[src/rtl/dram_seq_pkg.sv]
package dram_seq_pkg;
  typedef enum logic [1:0] {
    ST_IDLE = 2'd0,
    ST_ACC  = 2'd1,
    ST_REF  = 2'd2
  } seq_state_t;
endpackage

[src/rtl/dram_refresh_timer.sv]
module dram_refresh_timer #(
  parameter int PERIOD = 64
) (
  input  logic clk,
  input  logic rst,
  input  logic ack,
  output logic due
);
  localparam int CW = (PERIOD > 1) ? $clog2(PERIOD) : 1;

  logic [CW-1:0] cnt;
  logic          wrap;

  assign wrap = (cnt == CW'(PERIOD - 1));

  always_ff @(posedge clk) begin
    if (rst) begin
      cnt <= '0;
      due <= 1'b0;
    end else begin
      cnt <= wrap ? '0 : cnt + 1'b1;
      due <= wrap | (due & ~ack);
    end
  end
endmodule

[src/rtl/dram_strobe_chain.sv]
module dram_strobe_chain #(
  parameter int CAS_HOLD = 2
) (
  input  logic clk,
  input  logic rst,
  input  logic start,
  output logic ras_act,
  output logic col_sel,
  output logic cas_act,
  output logic done
);
  localparam int HW = $clog2(CAS_HOLD + 1);

  logic [2:0]    stage;
  logic [HW-1:0] hold;

  assign ras_act = stage[0];
  assign col_sel = stage[1];
  assign cas_act = stage[2];
  assign done    = stage[2] && (hold == HW'(CAS_HOLD - 1));

  always_ff @(posedge clk) begin
    if (rst) begin
      stage <= '0;
      hold  <= '0;
    end else if (start) begin
      stage <= 3'b001;
      hold  <= '0;
    end else if (done) begin
      stage <= '0;
      hold  <= '0;
    end else if (stage[0]) begin
      stage <= {stage[1:0], 1'b1};
      if (stage[2]) hold <= hold + 1'b1;
    end
  end
endmodule

[src/rtl/dram_addr_seq.sv]
module dram_addr_seq #(
  parameter int ROW_W      = 8,
  parameter int REF_PERIOD = 64,
  parameter int REF_RAS    = 3,
  parameter int CAS_HOLD   = 2
) (
  input  logic               clk,
  input  logic               rst,
  input  logic               req,
  input  logic [2*ROW_W-1:0] addr,
  output logic               ready,
  output logic [ROW_W-1:0]   dram_addr,
  output logic               ras_n,
  output logic               cas_n
);
  import dram_seq_pkg::*;

  localparam int AW = 2 * ROW_W;
  localparam int RW = $clog2(REF_RAS + 1);

  seq_state_t      state;
  logic [AW-1:0]   cap;
  logic            pend;
  logic            rdy_q;
  logic            ref_ras;
  logic [RW-1:0]   ref_cnt;
  logic [ROW_W-1:0] row_cnt;

  logic ref_due, ref_ack;
  logic ch_start, ch_ras, ch_sel, ch_cas, ch_done;

  dram_refresh_timer #(.PERIOD(REF_PERIOD)) u_timer (
    .clk(clk), .rst(rst), .ack(ref_ack), .due(ref_due)
  );

  dram_strobe_chain #(.CAS_HOLD(CAS_HOLD)) u_chain (
    .clk(clk), .rst(rst), .start(ch_start),
    .ras_act(ch_ras), .col_sel(ch_sel), .cas_act(ch_cas), .done(ch_done)
  );

  assign ref_ack  = (state == ST_IDLE) && ref_due;
  assign ch_start = (state == ST_IDLE) && !ref_due && (pend || req);

  always_ff @(posedge clk) begin
    if (rst) begin
      state   <= ST_IDLE;
      cap     <= '0;
      pend    <= 1'b0;
      rdy_q   <= 1'b1;
      ref_ras <= 1'b0;
      ref_cnt <= '0;
      row_cnt <= '0;
    end else begin
      case (state)
        ST_IDLE: begin
          if (ref_due) begin
            state   <= ST_REF;
            ref_ras <= 1'b1;
            ref_cnt <= '0;
            if (req && !pend) begin
              pend  <= 1'b1;
              cap   <= addr;
              rdy_q <= 1'b0;
            end
          end else if (pend) begin
            state <= ST_ACC;
            pend  <= 1'b0;
            rdy_q <= 1'b1;
          end else if (req) begin
            state <= ST_ACC;
            cap   <= addr;
          end
        end
        ST_ACC: begin
          if (ch_done) state <= ST_IDLE;
        end
        ST_REF: begin
          ref_cnt <= ref_cnt + 1'b1;
          if (req && !pend) begin
            pend  <= 1'b1;
            cap   <= addr;
            rdy_q <= 1'b0;
          end
          if (ref_cnt == RW'(REF_RAS - 1)) begin
            ref_ras <= 1'b0;
            row_cnt <= row_cnt + 1'b1;
            state   <= ST_IDLE;
          end
        end
        default: state <= ST_IDLE;
      endcase
    end
  end

  assign ready     = rdy_q;
  assign ras_n     = ~(ch_ras | ref_ras);
  assign cas_n     = ~ch_cas;
  assign dram_addr = ref_ras ? row_cnt : (ch_sel ? cap[ROW_W-1:0] : cap[AW-1:ROW_W]);
endmodule

[config.mk]
export PLATFORM = sky130hd
export DESIGN_NAME = dram_addr_seq
export DESIGN_NICKNAME = d
export VERILOG_FILES = /design/src/rtl/dram_seq_pkg.sv /design/src/rtl/dram_refresh_timer.sv /design/src/rtl/dram_strobe_chain.sv /design/src/rtl/dram_addr_seq.sv
export SDC_FILE = /design/constraint.sdc
export NUM_CORES = 1
export LEC_CHECK = 0
export BUFFER_PORTS_ARGS = -buffer_cell sky130_fd_sc_hd__buf_2
export CORE_ASPECT_RATIO = 0.75
export CORE_MARGIN = 2
export CORE_UTILIZATION = 35
export CTS_CLUSTER_SIZE = 25
export DETAILED_ROUTE_END_ITERATION = 10
export PLACE_DENSITY_LB_ADDON = 0.25
export SLEW_MARGIN = 20
export SYNTH_ARGS = -nofsm -noshare
export SYNTH_HDL_FRONTEND = slang
export SYNTH_HIERARCHICAL = 1
export SYNTH_SLANG_ARGS = --single-unit
[constraint.sdc]
create_clock -name clk -period 2.07 [get_ports clk]
set_input_delay 0.414 -clock clk [delete_from_list [all_inputs] [get_ports clk]]
set_output_delay 0.414 -clock clk [all_outputs]
set_load 0.01 [all_outputs]
==> results.md <==
- Status: complete, no violations
- Worst hold path class: input pin to flip-flop
- Initial antenna violation count: 0
- Xor and xnor area share after synthesis: 2.31%
- Via count: 1546
- Congestion Overflow GR: 0
- Synth unique cells: 43
- Gr usage total: 13.9%
- Die area: 6030 um^2
- Max_cap viols: 0
- Syn_area_per_cell: 8.42 um^2
- IO buf count: 29
- CTS root buffer: clkbuf_8
- Vias per inst: 4.73
- Io pins: 30
- Initial core utilization: 35.8%
- EDFF count, synth: 0
- Core Rows: 23
- Clk sinks: 43
- Leakage: 0.870 nW
- Seq cells post-synth: 43
- Ys flop type: dfxtp_1
- Post-Synthesis Cells: 225
- Setup tns final: 0 ps
- Layout cells sized above 1: 19.0%
- Core Box Area: 5300 um^2
- Synth async-reset ratio: 0%
- Routability Congestion: 0.761
- Final Hold Viols: 0
- Post-layout nets: 274
- Final setup violation count: 0
- Die span in y: 67.7 um
- Mux cell area share after synthesis: 5.87%
- RSZ-0062 raised after global routing: no
- # H-tree levels: 2
- Pwr Total: 0.00181 W
- WL final: 3.79 mm
- Compound-Gate Fraction of Synth Area: 16.8%
- Number of global-route vias before repair: 1386
- Inserted Clock Buffers: 5
- Cell Pwr Density: 814 nW/um^2
- Die Width: 89.0 um
- Critical Path Fanout Max: 10
- Layout fillers: 571
- Maximum number of pins on one net before global-route repair: 41
- Crit Path Category: flip-flop to primary output
- Crit. End Element: primary output
- P&R area growth vs syn: 17.4%
- Relative slew slack: 52.1%
- CTS max path bufs: 2
- Worst-Margin Slew: 719 ps
- Synth warnings: 6
- Iteration-0 DRC Markers: 85
- Post-synthesis sequential area ratio: 45.4%
- HPWL after DPL: 2.65 mm
- Max Clock Skew: 8.90 ps
- Most frequent cells in the layout: nand2_1 (44), dfxtp_1 (42), buf_2 (29)
- Clk_lat worst skew: 300 ps
- Crit path DAT: 1370 ps
- Final worst-path cycle share: 86.2%
- CTS tree: built
- Post-cts hold buffer count: 0
- Adder-cell share of the synthesized area: 2.64%
- Post-Synth Simple-Gate Area: 22.5%
- Synthesized area: 1900 um^2
- Startpoint class of the critical path: flip-flop
- Post-route DRC: 0
- WL/cell: 11.6 um
- Max IR drop VDD: 0.000299 V
- Largest family of logic cells by synthesized area: simple AND/OR/NAND/NOR gates
- Clock transition at the registers of the reported paths: 80 ps
- FMAX: 0.560 GHz
- First-pass DRT Iterations: 5
- First-pass GRT wire length: 6.36 mm
- Tmin final: 1790 ps
- Critical Path RT: 1660 ps
- Synth Net Count: 248
- Diodes inserted: 0
- Slew Viols, Final: 0
- Most common cell after layout, fill and taps aside: nand2_1
- Detail Route Antenna Nets: 0
-- synthesized netlist by cell type (2+ instances only) --
cell | count | share of area [%]
xnor2_1 | 3 | 1.4
a21oi_1 | 26 | 6.9
or3_1 | 3 | 0.99
nor4_1 | 2 | 0.66
nor3_1 | 3 | 0.79
xor2_1 | 2 | 0.92
nand2_1 | 44 | 8.7
nand3_1 | 3 | 0.79
nor2b_1 | 2 | 0.66
clkbuf_1 | 6 | 1.2
o31ai_1 | 2 | 0.79
o21ai_0 | 15 | 4.0
nor2_1 | 17 | 3.4
buf_2 | 4 | 1.1
or4_1 | 3 | 1.2
inv_1 | 9 | 1.8
dfxtp_1 | 43 | 45
mux2i_1 | 10 | 5.3
ha_1 | 4 | 2.6
-- worst max-delay path, cell delays in order (launching register included) --
cell     delay [ps]
dfxtp_2         550
mux2i_1         230
o21ai_0         120
buf_2           180
-- power by group --
group / total, W / switching [W] / leakage [nW] / internal, W
logic: 0.000155 / 0.0000846 / 0.454 / 0.0000709
registers: 0.000893 / 0.0000331 / 0.351 / 0.000860
clock network: 0.000763 / 0.000281 / 0.0654 / 0.000482
total: 0.00181 / 0.000399 / 0.870 / 0.00141
-- path summary, 6_finish.rpt --
kind	slack, ps	from	cells after the start	endpoint
max	280	u_chain/stage[1]	3	dram_addr[5]
min	340	addr[0]	3	cap[0]
max reg2reg	510	ref_cnt[0]	5	row_cnt[7]
min reg2reg	460	cap[2]	2	cap[2]
-- flip-flops by register name (all words and copies together), names as in the netlist --
| register | flops |
|---|---|
| ready | 1 |
| ref_cnt | 2 |
| row_cnt | 8 |
| u_timer/due | 1 |
| state | 2 |
| u_chain/stage | 3 |
| ref_ras | 1 |
| cap | 16 |
| u_chain/hold | 2 |
| u_timer/cnt | 6 |
| pend | 1 |
-- metrics by stage --
step / instance area (um^2) / instances / hold slack (ps) / setup WS (ps) / util [%]
after CTS: 2220 / 327 / 339 / 94.8 / 42.0
after floorplan: 1900 / 225 / 429 / 548 / -
after global placement: 2090 / 319 / 443 / 426 / 39.5
after global routing: 2230 / 327 / 355 / 125 / 42.0
final: 2230 / 327 / 343 / 285 / 42.0
after detailed placement: 2090 / 319 / 448 / 427 / 39.5
-- timing repair --
| action | 4_1_cts | 5_1_grt |
|---|---|---|
| buffers inserted | 0 | 0 |
| resized for setup | 0 | 1 |
| endpoints found under the setup margin | 0 | 4 |
-- final cells by class --
type,count,area [um^2],area share [%]
repair buffers,30,153,6.86
multi-input cells,162,951,42.7
clock inverters,2,60.1,2.70
well taps,75,93.8,4.22
inverters,9,33.8,1.52
flip-flops and latches,43,862,38.7
clock buffers,6,72.6,3.26
-- metal layers --
metal	vias to the layer above	GRT usage, %	wire (um)
li1	823	-	-
met1	688	20.3	2030
met2	31	19.1	1530
met3	4	3.30	177
met4	0	6.34	46
met5	-	0	0
-- cells by family after synthesis --
group | Yosys count
multiplexers | 11
AO/OA/AOI/OAI | 54
XOR/XNOR | 5
AND/OR/NAND/NOR | 88
buffers and inverters | 20
adder cells (fa/ha/maj) | 4
flip-flops | 43
No activity file was read; power rests on OpenSTA's default activity.
